## src/rtl/gpit_pkg.sv

```systemverilog
package gpit_pkg;
  typedef enum logic [1:0] {
    ST_IDLE = 2'd0,
    ST_RUN  = 2'd1,
    ST_DONE = 2'd2
  } gpit_state_e;
endpackage

```

## src/rtl/gpit_div.sv

```systemverilog
// Free-running modulo-DIV counter; strobes tick on its last state.
module gpit_div #(
  parameter int DIV = 33
) (
  input  logic clk,
  input  logic rst_n,
  output logic tick
);
  localparam int W = (DIV > 1) ? $clog2(DIV) : 1;
  localparam logic [W-1:0] LAST = W'(DIV - 1);

  logic [W-1:0] cnt_q, cnt_d;

  always_comb begin
    tick  = (cnt_q == LAST);
    cnt_d = tick ? '0 : cnt_q + 1'b1;
  end

  always_ff @(posedge clk or negedge rst_n) begin
    if (!rst_n) cnt_q <= '0;
    else        cnt_q <= cnt_d;
  end
endmodule

```

## src/rtl/gpit_pin_sync.sv

```systemverilog
// Two-flop synchronizer plus history flop; flags either edge.
module gpit_pin_sync (
  input  logic clk,
  input  logic rst_n,
  input  logic pin,
  output logic pin_edge
);
  logic s1_q, s2_q, s3_q;

  always_ff @(posedge clk or negedge rst_n) begin
    if (!rst_n) begin
      s1_q <= 1'b0;
      s2_q <= 1'b0;
      s3_q <= 1'b0;
    end else begin
      s1_q <= pin;
      s2_q <= s1_q;
      s3_q <= s2_q;
    end
  end

  assign pin_edge = s2_q ^ s3_q;
endmodule

```

## src/rtl/gpit_core.sv

```systemverilog
module gpit_core
  import gpit_pkg::*;
#(
  parameter int CNT_W = 8
) (
  input  logic             clk,
  input  logic             rst_n,
  input  logic             enable,
  input  logic [CNT_W-1:0] reload_val,
  input  logic             act,
  input  logic             tick,
  input  logic             stat_clr,
  output logic [CNT_W-1:0] count,
  output logic             running,
  output logic             status,
  output logic             irq
);
  localparam logic [CNT_W-1:0] ONE = CNT_W'(1);

  gpit_state_e      st_q, st_d;
  logic [CNT_W-1:0] cnt_q, cnt_d;
  logic             stat_q, stat_d;
  logic             irq_q, irq_d;

  always_comb begin
    st_d   = st_q;
    cnt_d  = cnt_q;
    irq_d  = 1'b0;
    stat_d = stat_clr ? 1'b0 : stat_q;
    if (!enable) begin
      st_d   = ST_IDLE;
      cnt_d  = '0;
      stat_d = 1'b0;
    end else begin
      unique case (st_q)
        ST_IDLE: begin
          st_d  = ST_RUN;
          cnt_d = reload_val;
        end
        ST_RUN: begin
          if (act) begin
            cnt_d = reload_val;
          end else if (tick) begin
            if (cnt_q <= ONE) begin
              cnt_d  = '0;
              st_d   = ST_DONE;
              stat_d = 1'b1;
              irq_d  = 1'b1;
            end else begin
              cnt_d = cnt_q - ONE;
            end
          end
        end
        default: ;
      endcase
    end
  end

  always_ff @(posedge clk or negedge rst_n) begin
    if (!rst_n) begin
      st_q   <= ST_IDLE;
      cnt_q  <= '0;
      stat_q <= 1'b0;
      irq_q  <= 1'b0;
    end else begin
      st_q   <= st_d;
      cnt_q  <= cnt_d;
      stat_q <= stat_d;
      irq_q  <= irq_d;
    end
  end

  assign count   = cnt_q;
  assign running = (st_q == ST_RUN);
  assign status  = stat_q;
  assign irq     = irq_q;
endmodule

```

## src/rtl/idle_gp_timer.sv

```systemverilog
module idle_gp_timer #(
  parameter int CNT_W   = 8,
  parameter int NUM_SRC = 6,
  parameter int MS_DIV  = 33,
  parameter int SEC_DIV = 32768
) (
  input  logic               clk,
  input  logic               rst_n,
  input  logic               enable,
  input  logic               tb_ms,
  input  logic [CNT_W-1:0]   reload_val,
  input  logic [NUM_SRC-1:0] src_mask,
  input  logic [NUM_SRC-1:0] src_act,
  input  logic               pin_sel,
  input  logic               gpio_pin,
  input  logic               stat_clr,
  output logic [CNT_W-1:0]   count,
  output logic               running,
  output logic               status,
  output logic               irq
);
  localparam int NUM_TB = 2;
  localparam int DIVS [NUM_TB] = '{SEC_DIV, MS_DIV};

  logic [NUM_TB-1:0] tb_tick;
  logic              tick;
  logic              pin_edge;
  logic              act;

  for (genvar g = 0; g < NUM_TB; g++) begin : g_tb
    gpit_div #(.DIV(DIVS[g])) u_div (
      .clk  (clk),
      .rst_n(rst_n),
      .tick (tb_tick[g])
    );
  end

  gpit_pin_sync u_pin (
    .clk     (clk),
    .rst_n   (rst_n),
    .pin     (gpio_pin),
    .pin_edge(pin_edge)
  );

  assign tick = tb_tick[tb_ms];
  assign act  = (|(src_act & src_mask)) | (pin_sel & pin_edge);

  gpit_core #(.CNT_W(CNT_W)) u_core (
    .clk       (clk),
    .rst_n     (rst_n),
    .enable    (enable),
    .reload_val(reload_val),
    .act       (act),
    .tick      (tick),
    .stat_clr  (stat_clr),
    .count     (count),
    .running   (running),
    .status    (status),
    .irq       (irq)
  );
endmodule

```

## config.mk

```make
export PLATFORM = sky130hd
export DESIGN_NAME = idle_gp_timer
export DESIGN_NICKNAME = d
export VERILOG_FILES = /design/src/rtl/gpit_pkg.sv /design/src/rtl/gpit_div.sv /design/src/rtl/gpit_pin_sync.sv /design/src/rtl/gpit_core.sv /design/src/rtl/idle_gp_timer.sv
export SDC_FILE = /design/constraint.sdc
export NUM_CORES = 1
export LEC_CHECK = 0
export BUFFER_PORTS_ARGS = -buffer_cell sky130_fd_sc_hd__buf_2
export CORE_UTILIZATION = 60
export CTS_BUF_LIST = sky130_fd_sc_hd__clkbuf_4
export DETAILED_ROUTE_END_ITERATION = 6
export PLACE_DENSITY = 0.84
export SETUP_SLACK_MARGIN = 0.15
export SYNTH_ARGS = -nofsm -noshare
export SYNTH_HDL_FRONTEND = slang
export SYNTH_HIERARCHICAL = 1
export SYNTH_SLANG_ARGS = --single-unit
```

## constraint.sdc

```tcl
create_clock -name clk -period 3.3 [get_ports clk]
set_clock_uncertainty 0.1 [all_clocks]
set_input_delay 0.33 -clock clk [delete_from_list [all_inputs] [get_ports clk]]
set_output_delay 0.33 -clock clk [all_outputs]
set_load 0.01 [all_outputs]
```

======== Word level (Yosys, flattened, before mapping) ========
Index checks and enable logic that the tools add are counted.
word-level totals
  register bits ........................... 36
  output and inout bits ................... 11
operators by class
  $add $sub $neg .......................... 3
  equal/unequal tests ..................... 8
  order comparisons ....................... 2
  reduce and logical (&&, ||, !) cells .... 4
  bitwise gates (word level) .............. 4
  mux-type cells .......................... 25
operator list
  operator                                               count
  two-way mux 8 bit                                      4
  case mux 8 bit (2 select lines)                        1
  adder 15 x 1 -> 15 bit, second input constant          1
  == test 15 bit, second input constant                  1
  two-way mux 15 bit                                     1
  two-way mux 1 bit                                      13
  <= comparator 8 x 1 -> 1 bit, second input constant    1
  two-way mux 2 bit                                      4
  subtractor 8 x 1 -> 8 bit, second input constant       1
  adder 6 x 1 -> 6 bit, second input constant            1
  AND 6 bit                                              1
  == test 6 bit, second input constant                   1
  two-way mux 6 bit                                      1
  inequality test 3 x 2 -> 1 bit, second input constant  2
  OR reduction 6 bit                                     1
  inequality test 4 x 2 -> 1 bit, second input constant  1
  case mux 2 bit (2 select lines)                        1
  AND reduction 4 bit                                    1
  inequality test 3 x 1 -> 1 bit, second input constant  1
  inequality test 3 bit, second input constant           1
  == test 2 x 1 -> 1 bit, second input constant          1
  zero test 2 bit                                        1
  < comparator 1 x 2 -> 1 bit, second input constant     1
  AND reduction 2 bit                                    1
  3 further kinds                                        3

======== Longest topological paths before layout ========
Gate-level depths: netlist of run 1.
  depth in word-level cells ............... 7
  mapped depth ............................ 10
  depth with buffers taken out ............ 9

======== Hierarchy ========
The synthesis of run 1 kept the hierarchy.
modules (own cells, without submodules)
  module                    seq. area each (µm²)  area each (µm²)  instances  cells each
  gpit_core                 300.3                 716.9            1          72
  gpit_div (g_tb[0].u_div)  375.4                 690.7            1          62
  gpit_div (g_tb[1].u_div)  150.1                 279.0            1          24
  gpit_pin_sync             75.1                  83.8             1          4
  idle_gp_timer             0.0                   41.3             1          5

======== Worst setup path before layout of run 1 ========
OpenSTA, ideal clock, no wires.
  path type ............................... reg-to-reg
  from .................................... reg g_tb[0].u_div.cnt_q[0]
  to ...................................... reg u_core.cnt_q[7], in the netlist u_core/count[7]
  stages on the path, launching flop included .. 10
  path buffers ............................ 1
  data required time ...................... 3.074 ns
  slack ................................... 1.076 ns
  arrival ................................. 1.998 ns
  path through ............................ dfrtp_1 ha_1 nand2_1 nor3_4 and3_1 buf_4 mux2_2 nor3b_1 o21a_1 a221o_1
on the way
  longest elaborated chain between the ends .. 5
ends and longest elaborated chain
  what                                                  line                 RTL
  start, declared                                       gpit_div.sv:12       logic [W-1:0] cnt_q, cnt_d;
  start signal, assigned                                gpit_div.sv:21       else cnt_q <= cnt_d;
  == test 15 bit                                        gpit_div.sv:15       tick = (cnt_q == LAST);
  net tb_tick[0]                                        idle_gp_timer.sv:25  logic [NUM_TB-1:0] tb_tick;
  two-way mux 1 bit (not written as such) (2 in a row)  idle_gp_timer.sv:45  assign tick = tb_tick[tb_ms];
  net tick                                              idle_gp_timer.sv:26  logic tick;
  inequality test 4 x 2 -> 1 bit (no source line)       -
  AND reduction 2 bit (no source line)                  -
  end signal, assigned                                  gpit_core.sv:67      cnt_q <= cnt_d;
  end, declared                                         gpit_core.sv:21      logic [CNT_W-1:0] cnt_q, cnt_d;
The timed path passes the listed nets, and every way through them passes these cells. The select of a mux whose other input is x is not followed.
A chain may end at the register's enable or synchronous reset.

======== Worst setup path after layout of run 1 ========
  from .................................... reg g_tb[0].u_div.cnt_q[0]
  to ...................................... reg u_core.cnt_q[6], in the netlist u_core/count[6]
Same word-level chain as after synthesis.

==> flow_summary.json, run 1 <==
{
  "outcome": "complete, no violations",
  "grt_pass1_wl_mm": 5.90,
  "num-fill-cells": 206,
  "die_h_um": 57.0,
  "synthAdderAreaFrac": 0.0345,
  "wl_per_cell_um": 14.3,
  "clk-insertion-delay-late_ns": 0.34,
  "synth_cells": 167,
  "syn2layout_area_growth_pct": 15.9,
  "cts.sink_count": 36,
  "p_leak_nw": 1.03,
  "async_flop_share": 1.00,
  "critPathKind": "flop to flop",
  "place.gp.congestion": 0.842,
  "grt_pass1_vias": 1432,
  "cts_buffers": 5,
  "ys_seq_area_frac": 0.497,
  "post_cts_buffers": 0,
  "worst_setup_path_end_kind": "flop",
  "dpl.hpwl_mm": 2.49,
  "synth.distinct_cells": 45,
  "synth_top_family_by_area": "simple AND/OR/NAND/NOR gates",
  "grt.total_usage": 0.237,
  "setup-tns-final_ns": 0,
  "cp-start-kind": "flop",
  "synth_compound_area_frac": 0.119,
  "htree_levels": 2,
  "io_buffers": 37,
  "rsz0062_at_grt": "false",
  "wirelength_mm": 3.48,
  "hold_class": "input pin to flop",
  "tritoncts": "done",
  "fp.dieArea_mm2": 0.00324,
  "initial_core_util": 0.646,
  "cts_root_buf": "clkbuf_4",
  "worst_hold_slack_ns": 0.114,
  "yosysTopAreaCell": "dfrtp_1",
  "clockBufferDepth": 2,
  "avgSynthCellArea_um2": 10.8,
  "ys_warn_count": 6,
  "vias_per_cell": 5.89,
  "worstPathArrival_ns": 2.70,
  "synth.top_cell.area_share": 0.497,
  "fmax_mhz": 395,
  "final_antenna_net_count": 0,
  "syn_nets": 199,
  "rows": 19,
  "insertedDiodeCount": 0,
  "tightest_slew_ns": 0.777,
  "yosys.area_share.simple": 0.233,
  "firstDrtPassIters": 4,
  "maxCapViolCount": 0,
  "clk_pin_slew_ns": 0.11,
  "path_cells": "ha_1, nand2_1, nor3_4, and3_1, mux2_2, nand4_1, or2_2, o21ai_0",
  "setup_viol": 0,
  "post-route-drc-count": 0,
  "drt_iter0_drc": 59,
  "slowest_delay_ns": 0.38,
  "hold_viol_final": 0,
  "vias": 1432,
  "required_ns": 3.47,
  "ys_top_cells_by_area": "dfrtp_1 (50%), xor2_1 (4.8%), xnor2_1 (3.9%)",
  "drive_gt1_frac": 0.274,
  "synth-xor-area-share": 0.0870,
  "synth.cells.most_frequent": "dfrtp_1 (36), nor2_1 (16), nand2_1 (12), xor2_1 (10), xnor2_1 (8)",
  "yosysMostFrequentCell": "dfrtp_1",
  "synthesis.area_mm2": 0.00181,
  "ys.flop_type": "dfrtp_1",
  "crit_slowest_cell": "dfrtp_1",
  "pwr_density_cell_mw_per_mm2": 373,
  "max_slew_margin": 0.482,
  "ir_worst_vdd_uv": 358,
  "synth_edf_count": 0,
  "layout.nets": 243,
  "finalCritPeriodShare": 0.767,
  "slew_viol_final": 0,
  "critPathMaxFanout": 8,
  "io_pins": 38,
  "core_area_mm2": 0.00281,
  "antenna_found_initial": 0,
  "muxShareOfSynthArea": 0.0117,
  "ys_seq_elements": 36,
  "grt_max_degree": 37,
  "fin_crit_ns": 2.53,
  "die_x_um": 57.0,
  "grt.overflow.total": 0
}
==> layout make-up <==
| type | count | area, um2 | area share |
|---|---|---|---|
| multi-input combinational | 124 | 880 | 0.419 |
| timing repair buffer | 39 | 205 | 0.0977 |
| clock buffer | 7 | 52.6 | 0.0250 |
| tap | 31 | 38.8 | 0.0185 |
| sequential | 36 | 901 | 0.429 |
| clock inverter | 1 | 3.75 | 0.00179 |
| inverter | 5 | 18.8 | 0.00894 |
==> critical path, delay by kind of cell (launching register included) <==
kind,cells,cell delay (ns)
adder cells (fa/ha/maj),1,0.21
AO/OA/AOI/OAI,1,0.17
multiplexers,1,0.24
AND/OR/NAND/NOR,5,1.37
flip-flops,1,0.38
==> placed cells by master, fill, tap and decap left out, types with 2 or more instances in the layout <==
master,instances
buf_2,37
dfrtp_1,36
nor2_1,16
nand2_1,12
xor2_1,10
xnor2_1,8
clkbuf_4,7
nand3_1,6
and3_1,5
ha_1,5
inv_1,5
o21ai_0,5
a22oi_1,4
nand4_1,4
a221o_1,4
nor2b_1,3
o21a_1,3
nand2b_1,3
nor3_4,2
and4_1,2
nor3_1,2
and2_1,2
a21oi_1,2
dlygate4sd3_1,2
or3_1,2
nor3b_1,2
o211ai_1,2
a211oi_1,2
==> report_power, final <==
group | switching (mW) | internal [mW]
combinational | 0.0449 | 0.0405
sequential | 0.0119 | 0.450
clock | 0.138 | 0.0983
==> path summary, 6_finish.rpt <==
path                                              from                      to  slack [ns]  cells past startpoint
worst max-delay path            g_tb[0].u_div/cnt_q[0]         u_core/count[6]        0.77                      8
worst min-delay path                     reload_val[5]         u_core/count[5]        0.11                      2
worst max register to register  g_tb[0].u_div/cnt_q[0]         u_core/count[6]        0.77                      8
worst min register to register              u_pin/s1_q              u_pin/s2_q        0.26                      0
max in group asynchronous                        rst_n           u_core/status        2.10                      2
min in group asynchronous                        rst_n  g_tb[1].u_div/cnt_q[5]        0.51                      2
==> metrics by stage <==
| step | setup WS [ns] | instances | cell area, um2 | util | power (mW) |
|---|---|---|---|---|---|
| after floorplan | 1.08 | 167 | 1810 | - | 0.513 |
| after global placement | 0.875 | 233 | 2020 | 0.721 | 0.551 |
| after detailed placement | 0.781 | 233 | 2020 | 0.721 | 0.554 |
| after CTS | 0.761 | 243 | 2100 | 0.748 | 0.792 |
| after global routing | 0.615 | 243 | 2100 | 0.748 | 0.814 |
| final | 0.768 | 243 | 2100 | 0.748 | 0.783 |
==> metal layers <==
layer / global-route usage / vias to the layer above / share of wire
li1: - / 691 / -
met1: 0.281 / 695 / 0.43
met2: 0.408 / 39 / 0.51
met3: 0.0612 / 7 / 0.044
met4: 0.108 / 0 / 0.020
met5: 0 / - / 0
==> timing repair <==
action,CTS,global route
hold buffers,2,0
endpoints found under the hold margin,37,0
gates resized for setup,0,0
==> flip-flops by register name, indices dropped and copies added, names as in the netlist <==
register / count
g_tb.u_div/cnt_q: 21
u_pin/s2_q: 1
u_core/count: 8
u_core/status: 1
u_core/irq: 1
u_pin/s3_q: 1
u_core/st_q: 2
u_pin/s1_q: 1
==> kinds of logic (layout without fill, tap and decap cells) <==
family                   Yosys count  after routing
adder cells (fa/ha/maj)            5              5
AND/OR/NAND/NOR                   71             71
buffers and inverters              7             52
flip-flops                        36             36
AO/OA/AOI/OAI                     28             28
XOR/XNOR                          18             18
multiplexers                       2              2
No activity file was read; power rests on OpenSTA's default activity.
==> run 2, diff against run 1 <==
--- a/config.mk
+++ b/config.mk
@@ -6,10 +6,10 @@
 export NUM_CORES = 1
 export LEC_CHECK = 0
 export BUFFER_PORTS_ARGS = -buffer_cell sky130_fd_sc_hd__buf_2
-export CORE_UTILIZATION = 60
+export CORE_UTILIZATION = 51
 export CTS_BUF_LIST = sky130_fd_sc_hd__clkbuf_4
 export DETAILED_ROUTE_END_ITERATION = 6
-export PLACE_DENSITY = 0.84
+export PLACE_DENSITY = 0.76
 export SETUP_SLACK_MARGIN = 0.15
 export SYNTH_ARGS = -nofsm -noshare
 export SYNTH_HDL_FRONTEND = slang
==> constraint.sdc (replaced) <==
create_clock -name clk -period 2.2 [get_ports clk]
set_clock_uncertainty 0.1 [all_clocks]
set_input_delay 0.22 -clock clk [delete_from_list [all_inputs] [get_ports clk]]
set_output_delay 0.22 -clock clk [all_outputs]
set_load 0.01 [all_outputs]
==> flow_summary.json, run 2 (synthesized netlist as in run 1, its figures left out) <==
{
  "outcome": "finished with violations",
  "violations": "negative setup slack",
  "grt.busiest_layer": "met2",
  "core_area_mm2": 0.00336,
  "final_antenna_net_count": 0,
  "post-route-drc-count": 0,
  "grt.overflow.total": 0,
  "p_total_mw": 1.30,
  "largest_reg_flops": 21,
  "worst_hold_slack_ns": 0.0162,
  "met1_usage": 0.278,
  "layout.nets": 269,
  "vias": 1536,
  "fp.dieArea_mm2": 0.00379,
  "cts.sink_count": 36,
  "setup-tns-final_ns": -0.0328,
  "layout_commonest_cell": "buf_2",
  "clk_pin_slew_ns": 0.11,
  "insertedDiodeCount": 0,
  "fin_cells": 284,
  "largest-register": "g_tb.u_div/cnt_q",
  "htree_levels": 2,
  "worstPathArrival_ns": 2.40,
  "fmax_mhz": 448,
  "num-fill-cells": 261,
  "io_buffers": 37,
  "wl_per_cell_um": 14.0,
  "clk-insertion-delay-late_ns": 0.34,
  "place_worst_setup_slack_ns": -0.0129,
  "critPathMaxFanout": 5,
  "dp.cells": 255,
  "required_ns": 2.37,
  "hold_class": "input pin to flop",
  "drt_iter0_drc": 135,
  "place.gp.congestion": 0.837,
  "pwr_density_cell_mw_per_mm2": 546,
  "cts_buffers": 5,
  "grt_pass1_wl_mm": 6.73,
  "die_h_um": 61.6,
  "fin_crit_ns": 2.23,
  "hold_viol_final": 0,
  "rsz0062_at_grt": "true",
  "wirelength_mm": 3.98,
  "maxCapViolCount": 0,
  "firstDrtPassIters": 4,
  "mostFrequentLayoutCells": "buf_2 (37), dfrtp_1 (36), buf_4 (23), nor2_1 (16), nand2_1 (11)",
  "p_leak_nw": 1.18,
  "setup_viol": 2,
  "slew_viol_final": 0,
  "critPathKind": "flop to flop",
  "clockBufferDepth": 2,
  "initial_core_util": 0.539,
  "vias_per_cell": 5.41,
  "grt_max_degree": 37,
  "max_slew_margin": 0.476,
  "grt.total_usage": 0.242,
  "finalCritPeriodShare": 1.01,
  "ir_worst_vdd_uv": 359,
  "dpl.hpwl_mm": 2.68,
  "rows": 21,
  "die_x_um": 61.6,
  "drive_gt1_frac": 0.370,
  "grt_pass1_vias": 1599,
  "tightest_slew_ns": 0.786,
  "cp-start-kind": "flop",
  "fin_ws_ns": -0.0317,
  "use_met3": 0.0609,
  "tritoncts": "done",
  "syn2layout_area_growth_pct": 31.4,
  "worst_setup_path_end_kind": "flop",
  "cts_root_buf": "clkbuf_4",
  "use_met2": 0.425,
  "antenna_found_initial": 0,
  "io_pins": 38
}
run 2: through the flow:
step,instance area (um2),utilization
2_1_floorplan,1830,-
3_3_place_gp,2110,0.627
3_5_place_dp,2110,0.627
4_1_cts,2360,0.702
5_1_grt,2380,0.708
6_report,2380,0.708
run 2: timing repair:
item                       4_1_cts  5_1_grt
hold buffers                     5        0
pin swaps                        3        1
setup endpoints to repair        8       12
gates resized for setup          2        2
setup buffers                   15        1
hold endpoints to repair        40        0
run 2: cell type report:
type | instances | area [um2] | area share
clock buffers | 6 | 45.0 | 0.0189
clock inverters | 2 | 35.0 | 0.0147
inverters | 5 | 18.8 | 0.00788
multi-input cells | 124 | 916 | 0.385
flip-flops and latches | 36 | 901 | 0.378
well taps | 46 | 57.6 | 0.0242
repair buffers | 65 | 408 | 0.171
run 2: report_power, final:
part	total, mW	switching (mW)	internal (mW)
Clock	0.471	0.221	0.251
Sequential	0.693	0.0181	0.675
Combinational	0.137	0.0718	0.0648
run 2: worst paths after layout:
check | from | endpoint | slack, ns | cells past startpoint
max | g_tb[1].u_div/cnt_q[0] | u_core/count[0] | -0.03 | 8
max reg2reg | g_tb[1].u_div/cnt_q[0] | u_core/count[0] | -0.03 | 8
min | reload_val[6] | u_core/count[6] | 0.02 | 3
max in group asynchronous | rst_n | g_tb[0].u_div/cnt_q[8] | 1.11 | 2
min reg2reg | u_pin/s1_q | u_pin/s2_q | 0.26 | 0
min in group asynchronous | rst_n | u_core/irq | 0.39 | 2
run 2: critical path, cell delays in order (launching register included):
cell and delay (ns):
dfrtp_1 0.39, inv_1 0.06, ha_1 0.13, or3b_4 0.40
nor3b_4 0.20, mux2_4 0.19, nand4_1 0.20, or2_4 0.33
o211ai_1 0.17
run 2: routing by layer:
| layer | share of wire | up-vias |
|---|---|---|
| li1 | - | 742 |
| met1 | 0.42 | 748 |
| met2 | 0.52 | 37 |
| met3 | 0.042 | 9 |
| met4 | 0.021 | 0 |
| met5 | 0 | - |
